===== src/rtl/i2c_ss_pkg.sv =====
package i2c_ss_pkg;

    localparam int BYTE_W = 8;

    typedef enum logic [2:0] {
        ST_IDLE = 3'd0,
        ST_RX   = 3'd1,
        ST_RACK = 3'd2,
        ST_TX   = 3'd3,
        ST_TACK = 3'd4
    } state_t;

    typedef enum logic [1:0] {
        K_ADDR = 2'd0,
        K_PTR  = 2'd1,
        K_DATA = 2'd2
    } kind_t;

    // strap codes on the ports: 01 high, 00 low, 10 or 11 floating
    function automatic logic [1:0] strap_field(input logic [1:0] code);
        logic [1:0] f;
        case (code)
            2'b01:   f = 2'b00;
            2'b00:   f = 2'b11;
            default: f = 2'b10;
        endcase
        return f;
    endfunction

endpackage


===== src/rtl/i2c_ss_filter.sv =====
module i2c_ss_filter #(
    parameter int SYNC_STAGES = 2
) (
    input  logic clk,
    input  logic rst,
    input  logic line_i,
    output logic level_o
);
    localparam int LAST = SYNC_STAGES - 1;

    logic [SYNC_STAGES-1:0] sync_d, sync_q;
    logic                   hist_d, hist_q;
    logic                   lvl_d, lvl_q;

    always_comb begin
        sync_d = {sync_q[SYNC_STAGES-2:0], line_i};
        hist_d = sync_q[LAST];
        lvl_d  = lvl_q;
        if (sync_q[LAST] == hist_q) begin
            lvl_d = hist_q;
        end
    end

    always_ff @(posedge clk) begin
        if (rst) begin
            sync_q <= '1;
            hist_q <= 1'b1;
            lvl_q  <= 1'b1;
        end else begin
            sync_q <= sync_d;
            hist_q <= hist_d;
            lvl_q  <= lvl_d;
        end
    end

    assign level_o = lvl_q;

    // the filtered level moves only after two equal synchronized samples
    p_level_agree_r11: assert property (@(posedge clk) disable iff (rst)
        !$stable(lvl_q) |-> ($past(sync_q[LAST], 1) == $past(sync_q[LAST], 2)));

endmodule


===== src/rtl/i2c_ss_cond.sv =====
module i2c_ss_cond (
    input  logic clk,
    input  logic rst,
    input  logic scl_f,
    input  logic sda_f,
    output logic scl_rise,
    output logic scl_fall,
    output logic bus_start,
    output logic bus_stop
);
    logic scl_prev_d, scl_prev_q;
    logic sda_prev_d, sda_prev_q;

    always_comb begin
        scl_prev_d = scl_f;
        sda_prev_d = sda_f;
    end

    always_ff @(posedge clk) begin
        if (rst) begin
            scl_prev_q <= 1'b1;
            sda_prev_q <= 1'b1;
        end else begin
            scl_prev_q <= scl_prev_d;
            sda_prev_q <= sda_prev_d;
        end
    end

    assign scl_rise  = scl_f & ~scl_prev_q;
    assign scl_fall  = ~scl_f & scl_prev_q;
    assign bus_start = scl_f & scl_prev_q & sda_prev_q & ~sda_f;
    assign bus_stop  = scl_f & scl_prev_q & ~sda_prev_q & sda_f;

    // start and stop need SCL high on both sampled cycles, never with an SCL edge
    p_cond_no_edge_r7: assert property (@(posedge clk) disable iff (rst)
        (bus_start || bus_stop) |-> !(scl_rise || scl_fall));

endmodule


===== src/rtl/i2c_ss_addr.sv =====
module i2c_ss_addr #(
    parameter logic [2:0] ADDR_HI = 3'b010
) (
    input  logic [1:0] strap_hi_i,
    input  logic [1:0] strap_lo_i,
    output logic [6:0] addr_o
);
    import i2c_ss_pkg::*;

    always_comb begin
        addr_o = {ADDR_HI, strap_field(strap_hi_i), strap_field(strap_lo_i)};
    end

endmodule


===== src/rtl/i2c_strap_slave.sv =====
module i2c_strap_slave #(
    parameter int         SYNC_STAGES = 2,
    parameter logic [2:0] ADDR_HI     = 3'b010
) (
    input  logic       clk,
    input  logic       rst,
    input  logic       scl_i,
    input  logic       sda_i,
    output logic       sda_pull_o,
    input  logic [1:0] strap_hi_i,
    input  logic [1:0] strap_lo_i,
    output logic [7:0] reg_addr_o,
    output logic       reg_wr_o,
    output logic [7:0] reg_wdata_o,
    input  logic [7:0] reg_rdata_i
);
    import i2c_ss_pkg::*;

    localparam int          NLINES   = 2;
    localparam int          CNT_W    = $clog2(BYTE_W + 1);
    localparam logic [CNT_W-1:0] BITS_DONE = CNT_W'(BYTE_W);

    typedef struct packed {
        state_t             st;
        kind_t              kind;
        logic               rd;
        logic [CNT_W-1:0]   cnt;
        logic [BYTE_W-1:0]  sh;
        logic [BYTE_W-1:0]  ptr;
        logic               pull;
        logic               wr;
        logic [BYTE_W-1:0]  wdata;
    } regs_t;

    localparam regs_t RESET_VAL = '{st: ST_IDLE, kind: K_ADDR, rd: 1'b0,
                                    cnt: '0, sh: '0, ptr: '0, pull: 1'b0,
                                    wr: 1'b0, wdata: '0};

    // line conditioning, one filter per bus line
    logic [NLINES-1:0] raw_lines, filt_lines;
    assign raw_lines = {scl_i, sda_i};

    for (genvar g = 0; g < NLINES; g++) begin : g_line
        i2c_ss_filter #(.SYNC_STAGES(SYNC_STAGES)) u_filt (
            .clk     (clk),
            .rst     (rst),
            .line_i  (raw_lines[g]),
            .level_o (filt_lines[g])
        );
    end

    logic scl_f, sda_f;
    assign scl_f = filt_lines[1];
    assign sda_f = filt_lines[0];

    logic scl_rise, scl_fall, bus_start, bus_stop;

    i2c_ss_cond u_cond (
        .clk       (clk),
        .rst       (rst),
        .scl_f     (scl_f),
        .sda_f     (sda_f),
        .scl_rise  (scl_rise),
        .scl_fall  (scl_fall),
        .bus_start (bus_start),
        .bus_stop  (bus_stop)
    );

    logic [6:0] own_addr;

    i2c_ss_addr #(.ADDR_HI(ADDR_HI)) u_addr (
        .strap_hi_i (strap_hi_i),
        .strap_lo_i (strap_lo_i),
        .addr_o     (own_addr)
    );

    regs_t d, q;

    always_comb begin
        d    = q;
        d.wr = 1'b0;
        if (q.wr) begin
            d.ptr = q.ptr + 1'b1;
        end
        if (bus_stop) begin
            d.st   = ST_IDLE;
            d.pull = 1'b0;
        end else if (bus_start) begin
            d.st   = ST_RX;
            d.kind = K_ADDR;
            d.rd   = 1'b0;
            d.cnt  = '0;
            d.pull = 1'b0;
        end else begin
            case (q.st)
                ST_RX: begin
                    if (scl_rise && q.cnt != BITS_DONE) begin
                        d.sh  = {q.sh[BYTE_W-2:0], sda_f};
                        d.cnt = q.cnt + 1'b1;
                    end else if (scl_fall && q.cnt == BITS_DONE) begin
                        case (q.kind)
                            K_ADDR: begin
                                if (q.sh[BYTE_W-1:1] == own_addr) begin
                                    d.pull = 1'b1;
                                    d.st   = ST_RACK;
                                    d.rd   = q.sh[0];
                                    d.kind = K_PTR;
                                end else begin
                                    d.st = ST_IDLE;
                                end
                            end
                            K_PTR: begin
                                d.ptr  = q.sh;
                                d.pull = 1'b1;
                                d.st   = ST_RACK;
                                d.kind = K_DATA;
                            end
                            default: begin
                                d.wr    = 1'b1;
                                d.wdata = q.sh;
                                d.pull  = 1'b1;
                                d.st    = ST_RACK;
                            end
                        endcase
                    end
                end
                ST_RACK: begin
                    if (scl_fall) begin
                        d.cnt = '0;
                        if (q.rd) begin
                            d.st   = ST_TX;
                            d.sh   = reg_rdata_i;
                            d.pull = ~reg_rdata_i[BYTE_W-1];
                        end else begin
                            d.st   = ST_RX;
                            d.pull = 1'b0;
                        end
                    end
                end
                ST_TX: begin
                    if (scl_rise) begin
                        d.cnt = q.cnt + 1'b1;
                    end else if (scl_fall) begin
                        if (q.cnt == BITS_DONE) begin
                            d.pull = 1'b0;
                            d.st   = ST_TACK;
                        end else begin
                            d.sh   = {q.sh[BYTE_W-2:0], 1'b0};
                            d.pull = ~q.sh[BYTE_W-2];
                        end
                    end
                end
                ST_TACK: begin
                    if (scl_rise) begin
                        if (sda_f) begin
                            d.st   = ST_IDLE;
                            d.pull = 1'b0;
                        end else begin
                            d.ptr = q.ptr + 1'b1;
                        end
                    end else if (scl_fall) begin
                        d.st   = ST_TX;
                        d.cnt  = '0;
                        d.sh   = reg_rdata_i;
                        d.pull = ~reg_rdata_i[BYTE_W-1];
                    end
                end
                default: begin
                    d.pull = 1'b0;
                end
            endcase
        end
    end

    always_ff @(posedge clk) begin
        if (rst) begin
            q <= RESET_VAL;
        end else begin
            q <= d;
        end
    end

    assign sda_pull_o  = q.pull;
    assign reg_addr_o  = q.ptr;
    assign reg_wr_o    = q.wr;
    assign reg_wdata_o = q.wdata;

    // the write strobe lasts one cycle
    p_wr_pulse_r4: assert property (@(posedge clk) disable iff (rst)
        reg_wr_o |=> !reg_wr_o);

    // the pointer steps right after each write strobe
    p_ptr_step_r4: assert property (@(posedge clk) disable iff (rst)
        reg_wr_o |=> (reg_addr_o == $past(reg_addr_o) + 8'd1));

    // a declined read byte releases SDA and ends the transaction
    p_nack_release_r6: assert property (@(posedge clk) disable iff (rst)
        (q.st == ST_TACK && scl_rise && sda_f) |=> (!sda_pull_o && q.st == ST_IDLE));

    // idle never pulls the line
    p_idle_released_r8: assert property (@(posedge clk) disable iff (rst)
        (q.st == ST_IDLE) |-> !sda_pull_o);

    // the pull only changes while the filtered SCL is low
    p_pull_scl_low_r10: assert property (@(posedge clk) disable iff (rst)
        !$stable(sda_pull_o) |-> !scl_f);

endmodule


===== config.mk =====
export PLATFORM = sky130hd
export DESIGN_NAME = i2c_strap_slave
export DESIGN_NICKNAME = d
export VERILOG_FILES = /design/src/rtl/i2c_ss_pkg.sv /design/src/rtl/i2c_ss_filter.sv /design/src/rtl/i2c_ss_cond.sv /design/src/rtl/i2c_ss_addr.sv /design/src/rtl/i2c_strap_slave.sv
export SDC_FILE = /design/constraint.sdc
export NUM_CORES = 1
export LEC_CHECK = 0
export BUFFER_PORTS_ARGS = -buffer_cell sky130_fd_sc_hd__buf_2
export CAP_MARGIN = 20
export CORE_ASPECT_RATIO = 1.4
export CORE_MARGIN = 10
export CORE_UTILIZATION = 34
export DETAILED_ROUTE_END_ITERATION = 6
export SYNTH_ARGS = -nofsm -noshare
export SYNTH_HDL_FRONTEND = slang
export SYNTH_SLANG_ARGS = --single-unit

===== constraint.sdc =====
create_clock -name clk -period 2.2 [get_ports clk]
set_clock_uncertainty 0.2 [all_clocks]
set_input_delay 0.55 -clock clk [delete_from_list [all_inputs] [get_ports clk]]
set_output_delay 0.55 -clock clk [all_outputs]
set_load 0.05 [all_outputs]

==> flow_summary.ini, run 1 <==
[floorplan]
die-area_mm2 = 0.0124
coreArea_mm2 = 0.00810
initial_core_util_pct = 34.7
fp.dieH_um = 128
fp-row-count = 39
boundaryPins = 34
die-width_um = 96.8

[final_layout]
antenna_cells = 0
num-nets-final = 385
instances_no_fill = 466
final_cell_mix = sky130_fd_sc_hd__dfxtp_1, sky130_fd_sc_hd__nor2_1, sky130_fd_sc_hd__buf_2, sky130_fd_sc_hd__buf_4, sky130_fd_sc_hd__mux2i_1
mostFrequentLayoutCell = sky130_fd_sc_hd__dfxtp_1
drive_above_1_share_pct = 25.3
area_growth_pct = 16.9
fillers = 862

[synthesis]
synth.distinct_cells = 64
largest_cells_by_area_after_synthesis = sky130_fd_sc_hd__dfxtp_1, sky130_fd_sc_hd__mux2i_1, sky130_fd_sc_hd__buf_4
synth-compound-area-share_pct = 20.2
synth_adder_area_share_pct = 2.67
synth-seq-cells = 46
yosys-mux-area-fraction_pct = 8.24
synth_top_area_cell = sky130_fd_sc_hd__dfxtp_1
synth_xor_xnor_area_share_pct = 4.36
ys.flop_type = sky130_fd_sc_hd__dfxtp_1
yosys_warnings = 0
synth.cell_area_mm2 = 0.00281
yosys.area_share.simple_pct = 23.2
synthArstFlopShare_pct = 0
net_count_after_synthesis = 353
synth_edf_count = 0
combinational_family_with_the_most_area_after_synthesis = simple AND/OR/NAND/NOR gates
synth_area_per_cell_um2 = 8.49
yosysSeqAreaShare_pct = 32.8
syn_inst = 331
yosys.area.top_type_share_pct = 32.8

[detailed_routing]
final_antenna_net_count = 0
routed_wirelength_mm = 7.17
wire_per_inst_um = 15.4
dr_total_vias = 2475
dr.pass1.iters = 4
drt-initial-drc-count = 88
post_drt_via_cell_ratio = 5.31
drc = 0

[clocking]
clk-insertion-delay-late_ps = 290
htreeDepth = 2
numClockSinks = 46
cts.path.max_buffers = 2
cts_hold_buf = 0
cts.repair_timing.setup_buffer_count = 0
ctsResizeCount = 0
numCtsBuffers = 5
clock_tree_from_tritoncts = built
root_buffer = sky130_fd_sc_hd__clkbuf_16
clk_pin_slew_ps = 60

[worst_setup_path]
crit_path_end_kind = register
worstPathArrival_ps = 2100
worstSetupStartpointType = register
type_of_the_worst_setup_path = reg -> reg
critical_path.max_fanout = 5
regToRegSetupSlack_ps = 110
number_of_cells_traversed_by_the_worst_register_to_register_path = 7
critPathRequiredTime_ps = 2210

[timing]
finalHoldViolations = 0
final-max-slew-violation-count = 0
timing.fmax_ghz = 0.479
rsz0062_at_grt = yes
min_period_over_period_pct = 94.9
transition_time_at_the_pin_with_the_least_slew_margin_ps = 489
max_slew_margin_pct = 67.4
worst_hold_slack_ps = 210
period_needed_ps = 2090
final-setup-viol-count = 0

[run_status]
status = completed

[grt]
grt_pass1_vias = 2502
global_route_wire_length_before_repair_mm = 12.0
grt.total_usage_pct = 11.6
globalRoute.totalOverflow = 0
grt_antenna_before_repair = 0
maximum_number_of_pins_on_one_net_before_global_route_repair = 24

[power]
vdd_ir_drop_max_uv = 583
p_leak_nw = 1.27
power_per_cell_area_mw_per_mm2 = 702

[worst_hold_path]
hold_path_class = reg -> reg
min_delay_path_depth = 1

[placement]
dp_hpwl_mm = 5.68
port_buffers = 33
dpl.cell_count = 458
gp_congestion = 0.925

[job]
maxCapViolCount = 0
## routing by layer
layer | wire length (µm) | share of wire (%) | track usage, %
met5 | 0 | 0 | 0
met4 | 160 | 2.2 | 5.05
met3 | 264 | 3.7 | 2.86
met2 | 3600 | 50 | 20.3
met1 | 3150 | 44 | 12.9
## synthesized netlist by cell type (7+ instances only)
cell / number
sky130_fd_sc_hd__or2_2: 10
sky130_fd_sc_hd__o21ai_0: 7
sky130_fd_sc_hd__nor2b_1: 7
sky130_fd_sc_hd__xnor2_1: 10
sky130_fd_sc_hd__clkbuf_1: 10
sky130_fd_sc_hd__a211oi_1: 8
sky130_fd_sc_hd__nand2_1: 19
sky130_fd_sc_hd__dfxtp_1: 46
sky130_fd_sc_hd__buf_4: 19
sky130_fd_sc_hd__nand2b_1: 8
sky130_fd_sc_hd__nor2_1: 38
sky130_fd_sc_hd__inv_1: 11
sky130_fd_sc_hd__mux2i_1: 22
sky130_fd_sc_hd__a21oi_1: 13
## worst max-delay path, cell delays in order, from the launching register on
cell and delay, ps:
sky130_fd_sc_hd__dfxtp_1 360, sky130_fd_sc_hd__inv_1 50, sky130_fd_sc_hd__ha_1 190, sky130_fd_sc_hd__nor2b_1 190, sky130_fd_sc_hd__o21ai_1 220, sky130_fd_sc_hd__o2111ai_2 210, sky130_fd_sc_hd__or4_1 430, sky130_fd_sc_hd__a21oi_1 150
## flip-flops by register name (all words and copies together) (netlist names)
name                   cells
g_line.u_filt.level_o      2
q                         18
reg_wr_o                   1
reg_addr_o                 8
g_line.u_filt.hist_q       2
u_cond.scl_prev_q          1
sda_pull_o                 1
g_line.u_filt.sync_q       4
reg_wdata_o                8
u_cond.sda_prev_q          1
## metrics by stage
stage / worst slack [ps] / setup TNS, ps / cell area [µm²] / power (mW) / util [%]
finish: 112 / 0 / 3280 / 2.31 / 40.5
floorplan: 89.4 / 0 / 2810 / 1.38 / -
CTS: 49.8 / 0 / 3260 / 2.33 / 40.2
global route: -33.4 / -33.4 / 3280 / 2.44 / 40.5
detailed placement: -98.0 / -165 / 3100 / 1.55 / 38.3
global placement: -54.3 / -82.9 / 3100 / 1.55 / 38.3
## final timing paths
path,from,end
setup / recovery,u_cond.scl_prev_q$_SDFF_PP1_,q[35]$_SDFFE_PP0P_
setup reg to reg,u_cond.scl_prev_q$_SDFF_PP1_,q[35]$_SDFFE_PP0P_
hold / removal,g_line[0].u_filt.sync_q[0]$_SDFF_PP1_,g_line[0].u_filt.sync_q[1]$_SDFF_PP1_
hold reg to reg,g_line[0].u_filt.sync_q[0]$_SDFF_PP1_,g_line[0].u_filt.sync_q[1]$_SDFF_PP1_
## layout make-up
class	instances	area, µm²	area share, %
Tap cell	102	128	3.89
Sequential cell	46	925	28.2
Clock inverter	1	8.76	0.267
Multi-Input combinational cell	241	1670	51.0
Inverter	11	41.3	1.26
Clock buffer	7	143	4.34
Timing Repair Buffer	58	365	11.1
## report_power, final
group / internal (mW) / switching [mW]
Combinational: 0.249 / 0.307
Clock: 0.456 / 0.310
Sequential: 0.891 / 0.0916
## kinds of logic after synthesis
logic type	count (synthesis)
xor+xnor	14
simple gates	120
compound gates	78
fa+ha+maj	6
mux	23
flops	46
buf+inv	44
Power figures use the tool's default switching activity.
==> inputs of run 2 (changes only) <==
--- a/config.mk
+++ b/config.mk
@@ -5,12 +5,14 @@
 export SDC_FILE = /design/constraint.sdc
 export NUM_CORES = 1
 export LEC_CHECK = 0
+export ABC_AREA = 1
 export BUFFER_PORTS_ARGS = -buffer_cell sky130_fd_sc_hd__buf_2
 export CAP_MARGIN = 20
 export CORE_ASPECT_RATIO = 1.4
 export CORE_MARGIN = 10
-export CORE_UTILIZATION = 34
+export CORE_UTILIZATION = 45
 export DETAILED_ROUTE_END_ITERATION = 6
+export PLACE_DENSITY = 0.67
 export SYNTH_ARGS = -nofsm -noshare
 export SYNTH_HDL_FRONTEND = slang
 export SYNTH_SLANG_ARGS = --single-unit
==> flow_summary.ini, run 2 <==
[synthesis]
synth-seq-cells = 46
synth.distinct_cells = 30
net_count_after_synthesis = 500
synthArstFlopShare_pct = 0
synth_top_area_cell = sky130_fd_sc_hd__dfxtp_1
yosysSeqAreaShare_pct = 31.2
synth.cell_area_mm2 = 0.00295
synth_edf_count = 0
yosys_warnings = 0
yosys.area.top_type_share_pct = 31.2
largest_cells_by_area_after_synthesis = sky130_fd_sc_hd__dfxtp_1, sky130_fd_sc_hd__nand2_1, sky130_fd_sc_hd__nand3_1
ys.flop_type = sky130_fd_sc_hd__dfxtp_1
synth_area_per_cell_um2 = 6.17
synth.most_common_cell = sky130_fd_sc_hd__nand2_1
syn_inst = 478
ys_top_cells_by_count = sky130_fd_sc_hd__nand2_1, sky130_fd_sc_hd__inv_1, sky130_fd_sc_hd__nand3_1

[final_layout]
fillers = 701
mostFrequentLayoutCell = sky130_fd_sc_hd__nand2_1
multiInputGateArea_mm2 = 0.00162
final_core_util_pct = 50.9
post-route-cell-area_mm2 = 0.00320
largest_reg_flops = 18
regMostFlops = q
antenna_cells = 0
num-nets-final = 523
final_cell_mix = sky130_fd_sc_hd__nand2_1, sky130_fd_sc_hd__inv_1, sky130_fd_sc_hd__nand3_1, sky130_fd_sc_hd__dfxtp_1, sky130_fd_sc_hd__o21ai_0
drive_above_1_share_pct = 14.9
area_growth_pct = 8.66
final-seq-area_um2 = 921

[power]
comb_power_share_pct = 38.4
share_clk_of_total_power_pct = 21.9
netSwitchingFraction_pct = 41.7
p_leak_nw = 1.64
internal_power_mw = 1.44
power_per_cell_area_mw_per_mm2 = 772
vdd_ir_drop_max_uv = 475
p_switching_mw = 1.03
seq_power_share_pct = 39.8

[grt]
globalRoute.totalOverflow = 0
maximum_number_of_pins_on_one_net_before_global_route_repair = 25
grt.total_usage_pct = 15.9
global_route_wire_length_before_repair_mm = 13.2
grt_antenna_before_repair = 0
grt_pass1_vias = 2950

[detailed_routing]
dr_total_vias = 2954
wire_per_inst_um = 13.0
post_drt_via_cell_ratio = 5.15
final_antenna_net_count = 0
routed_wirelength_mm = 7.45
drc = 0
dr.pass1.iters = 4
drt-initial-drc-count = 164

[clocking]
root_buffer = sky130_fd_sc_hd__clkbuf_8
ctsResizeCount = 0
numCtsBuffers = 5
cts.repair_timing.setup_buffer_count = 0
cts.path.max_buffers = 2
htreeDepth = 2
clock_tree_from_tritoncts = built
clk-insertion-delay-late_ps = 310
numClockSinks = 46
cts_hold_buf = 0
clk_pin_slew_ps = 90

[worst_setup_path]
worst_path_max_delay_cell = sky130_fd_sc_hd__dfxtp_1
timing.critical_path.cells = buf_2
worstSetupStartpointType = register
critical_path.max_fanout = 11
regToRegSetupSlack_ps = 240
type_of_the_worst_setup_path = reg -> out
worstPathArrival_ps = 1260
critical_path.n_buffers_inverters = 1
critical-path-top-delay-family = flip-flops
critPathRequiredTime_ps = 1450
max_stage_delay_ps = 610
crit_path_end_kind = primary output

[timing]
transition_time_at_the_pin_with_the_least_slew_margin_ps = 447
worst_setup_margin_ps = 186
rsz0062_at_grt = no
min_period_over_period_pct = 91.5
final-max-slew-violation-count = 0
finalHoldViolations = 0
period_needed_ps = 2010
worst_hold_slack_ps = 216
final-setup-viol-count = 0
max_slew_margin_pct = 70.2
timing.fmax_ghz = 0.497
finalSetupTns_ps = 0

[floorplan]
fp.dieH_um = 116
die-width_um = 88.4
boundaryPins = 34
coreArea_mm2 = 0.00630
initial_core_util_pct = 46.8
fp-row-count = 34
die-area_mm2 = 0.0102

[placement]
postPlaceCellArea_mm2 = 0.00310
dp_hpwl_mm = 5.81
port_buffers = 33
gp_congestion = 0.978
pre_cts_ws_ps = 141

[run_status]
status = completed

[worst_hold_path]
hold_path_class = reg -> reg

[job]
maxCapViolCount = 0
==> run 2: per-layer routing <==
| metal | vias to the layer above | wire (µm) | track usage, % |
|---|---|---|---|
| met1 | 1322 | 3050 | 17.0 |
| met5 | - | 0 | 0 |
| met4 | 0 | 338 | 9.84 |
| met3 | 22 | 290 | 2.88 |
| met2 | 62 | 3770 | 27.9 |
| li1 | 1548 | - | - |
==> run 2: cell families after synthesis <==
logic type      after synthesis  synth area share [%]
fa+ha+maj                     6                  2.55
flops                        46                  31.2
mux                           1                 0.340
simple gates                252                  36.8
buf+inv                      91                  14.1
xor+xnor                      4                  1.19
compound gates               78                  13.8
==> run 2: worst paths after layout <==
kind                                              start  cells after the start                                     to
setup / recovery                    reg_wr_o$_SDFF_PP0_                      1                               reg_wr_o
hold / removal    g_line[0].u_filt.sync_q[0]$_SDFF_PP1_                      1  g_line[0].u_filt.sync_q[1]$_SDFF_PP1_
setup reg to reg                     q[26]$_SDFFE_PP0P_                     11                     q[31]$_SDFFE_PP0P_
hold reg to reg   g_line[0].u_filt.sync_q[0]$_SDFF_PP1_                      1  g_line[0].u_filt.sync_q[1]$_SDFF_PP1_
==> run 2: through the flow <==
stage               total power, mW  instances
floorplan                      1.71        478
global placement               1.95        566
detailed placement             1.95        566
CTS                            2.49        574
global route                   2.71        574
finish                         2.47        574
==> run 2: power groups by stage <==
stage	Combinational, mW	Sequential (mW)	Clock [mW]
6_report	0.948	0.983	0.540
5_1_grt	1.12	0.995	0.597
4_1_cts	0.950	0.981	0.554
3_5_place_dp	0.949	1.00	0
3_3_place_gp	0.944	1.00	0
2_1_floorplan	0.724	0.989	0
==> run 2: area by class of cell <==
class | instances | area share [%]
clock buffer | 5 | 2.15
clock inverter | 3 | 0.742
inverter | 65 | 7.70
multi-input combinational | 341 | 50.6
sequential | 46 | 28.8
tap | 72 | 2.81
timing repair buffer | 42 | 7.27
==> inputs of run 3 (changes only) <==
--- a/config.mk
+++ b/config.mk
@@ -12,7 +12,9 @@
 export CORE_MARGIN = 10
 export CORE_UTILIZATION = 45
 export DETAILED_ROUTE_END_ITERATION = 6
+export GPL_TIMING_DRIVEN = 1
 export PLACE_DENSITY = 0.67
 export SYNTH_ARGS = -nofsm -noshare
 export SYNTH_HDL_FRONTEND = slang
+export SYNTH_HIERARCHICAL = 1
 export SYNTH_SLANG_ARGS = --single-unit
==> flow_summary.ini, run 3 <==
[grt]
global_route_wire_length_before_repair_mm = 11.6
grt_antenna_before_repair = 0
globalRoute.totalOverflow = 0
grt.total_usage_pct = 14.0
maximum_number_of_pins_on_one_net_before_global_route_repair = 19
grt_pass1_vias = 2615

[worst_setup_path]
worstSetupStartpointType = register
crit_path_end_kind = register
critical_path.max_fanout = 16
worstPathArrival_ps = 2010
type_of_the_worst_setup_path = reg -> reg
critPathRequiredTime_ps = 2200

[synthesis]
synth-seq-cells = 46
largest_cells_by_area_after_synthesis = sky130_fd_sc_hd__dfxtp_1, sky130_fd_sc_hd__nand2_1, sky130_fd_sc_hd__inv_1
yosys_warnings = 6
synthArstFlopShare_pct = 0
ys_top_cells_by_count = sky130_fd_sc_hd__nand2_1, sky130_fd_sc_hd__inv_1, sky130_fd_sc_hd__nor2_1
syn_inst = 449
synth.distinct_cells = 36
synth_area_per_cell_um2 = 6.40
ys.flop_type = sky130_fd_sc_hd__dfxtp_1
synth.cell_area_mm2 = 0.00287
yosysSeqAreaShare_pct = 32.1
synth_edf_count = 0
synth_top_area_cell = sky130_fd_sc_hd__dfxtp_1
synth.most_common_cell = sky130_fd_sc_hd__nand2_1
yosys.area.top_type_share_pct = 32.1

[final_layout]
largest_reg_flops = 18
area_growth_pct = 7.40
final_core_util_pct = 49.7
final_cell_mix = sky130_fd_sc_hd__nand2_1, sky130_fd_sc_hd__inv_1, sky130_fd_sc_hd__nor2_1, sky130_fd_sc_hd__dfxtp_1, sky130_fd_sc_hd__o21ai_0
drive_above_1_share_pct = 15.7
regMostFlops = q
num-nets-final = 489
mostFrequentLayoutCell = sky130_fd_sc_hd__nand2_1
antenna_cells = 0
fillers = 667

[timing]
rsz0062_at_grt = no
period_needed_ps = 2010
min_period_over_period_pct = 91.3
finalHoldViolations = 0
finalSetupTns_ps = 0
final-setup-viol-count = 0
final-max-slew-violation-count = 0
timing.fmax_ghz = 0.498

[power]
netSwitchingFraction_pct = 29.5
p_leak_nw = 1.56
internal_power_mw = 1.18
p_switching_mw = 0.494
share_clk_of_total_power_pct = 30.9
power_per_cell_area_mw_per_mm2 = 543
vdd_ir_drop_max_uv = 310
seq_power_share_pct = 52.9
comb_power_share_pct = 16.2

[detailed_routing]
highest-signal-layer = met4
post_drt_via_cell_ratio = 4.97
dr.pass1.iters = 5
final_antenna_net_count = 0
wl_met1_mm = 2.74
routed_wirelength_mm = 6.89
dr_total_vias = 2698
drc = 0
wire_per_inst_um = 12.7
drt-initial-drc-count = 105
met2WireLength_mm = 3.71
wl_met3_um = 387

[clocking]
clock_tree_from_tritoncts = built
root_buffer = sky130_fd_sc_hd__clkbuf_8
numClockSinks = 46
clk_pin_slew_ps = 90
cts.repair_timing.setup_buffer_count = 0
htreeDepth = 2
cts.path.max_buffers = 2
clk-insertion-delay-late_ps = 300
numCtsBuffers = 5

[floorplan]
boundaryPins = 34
initial_core_util_pct = 46.3
fp-row-count = 34
die-area_mm2 = 0.0100
fp.dieH_um = 115
coreArea_mm2 = 0.00621
die-width_um = 87.5

[worst_hold_path]
hold_path_class = reg -> reg

[placement]
port_buffers = 33
dp_hpwl_mm = 5.44
gp_congestion = 0.930

[job]
maxCapViolCount = 0

[run_status]
status = completed
## run 3: cell count changes in the layout (fill, tap and decap cells not counted), moves of 4 or more
cell,delta
sky130_fd_sc_hd__xor2_1,+6
sky130_fd_sc_hd__or2_2,-8
sky130_fd_sc_hd__nand2_1,-24
sky130_fd_sc_hd__o211ai_1,-4
sky130_fd_sc_hd__nor2_1,+10
sky130_fd_sc_hd__nand3_1,-29
sky130_fd_sc_hd__or2_1,+4
sky130_fd_sc_hd__o22ai_1,+7
## run 3: cell type report
class	instances	area, µm²	area share [%]
inverters	66	253	8.19
flip-flops and latches	46	921	29.8
clock inverters	2	13.8	0.446
clock buffers	6	72.6	2.35
repair buffers	41	225	7.30
well taps	72	90.1	2.92
multi-input cells	310	1510	48.9
## run 3: through the flow
| step | hold WS (ps) | std cells | power (mW) | area, µm² | setup WS, ps |
|---|---|---|---|---|---|
| 6_report | 217 | 543 | 1.68 | 3090 | 192 |
| 5_1_grt | 227 | 543 | 1.77 | 3090 | 17.5 |
| 4_1_cts | 220 | 543 | 1.70 | 3080 | 16.7 |
| 3_5_place_dp | 200 | 535 | 1.18 | 2990 | 37.6 |
| 3_3_place_gp | 190 | 535 | 1.17 | 2990 | 81.9 |
| 2_1_floorplan | 185 | 450 | 1.11 | 2880 | 366 |
## run 3: cell families after synthesis
kind of cell               count (synthesis)  share of synthesized area, %
adders and majority gates                  3                          1.31
DFF                                       46                          32.1
xor gates and xnor gates                  10                          3.05
other                                      2                         0.261
AOI/OAI and AO/OA                         78                          14.4
buffers and inverters                     94                          15.8
and+or+nand+nor                          216                          33.1
## run 3: repair_timing
item                       in CTS  in global routing
setup endpoints to repair       0                 18
gates resized for setup         0                  4
hold buffers                    0                  0
## run 3: worst paths after layout
check | start | endpoint | slack, ps | cells past startpoint
worst max-delay path | q[34]$_SDFFE_PP0P_ | q[25]$_SDFFE_PP0P_ | 190 | 9
worst min-delay path | g_line[1].u_filt/sync_q[0]$_SDFF_PP1_ | g_line[1].u_filt/sync_q[1]$_SDFF_PP1_ | 220 | 1
worst max register to register | q[34]$_SDFFE_PP0P_ | q[25]$_SDFFE_PP0P_ | 190 | 9
worst min register to register | g_line[1].u_filt/sync_q[0]$_SDFF_PP1_ | g_line[1].u_filt/sync_q[1]$_SDFF_PP1_ | 220 | 1
## run 3: power groups by stage
stage / sequential (mW) / combinational [mW] / clock (mW)
floorplan: 0.896 / 0.215 / 0
global placement: 0.906 / 0.268 / 0
detailed placement: 0.907 / 0.271 / 0
CTS: 0.887 / 0.273 / 0.538
global route: 0.892 / 0.310 / 0.571
finish: 0.887 / 0.271 / 0.519
## run 3: metal layers
metal | vias to the layer above | global-route usage [%]
met5 | - | 0
met4 | 0 | 3.20
met3 | 4 | 2.85
met2 | 59 | 26.8
met1 | 1205 | 14.8
li1 | 1430 | -
## run 3: worst max-delay path: stages, from the launching register on
cell	delay, ps
sky130_fd_sc_hd__dfxtp_1	570
sky130_fd_sc_hd__inv_1	150
sky130_fd_sc_hd__nor2_4	190
sky130_fd_sc_hd__clkinv_2	120
sky130_fd_sc_hd__nor2_1	210
sky130_fd_sc_hd__nor2_2	90
sky130_fd_sc_hd__nand3b_4	190
sky130_fd_sc_hd__nand2_1	70
sky130_fd_sc_hd__nand2_1	60
sky130_fd_sc_hd__nor2_1	40
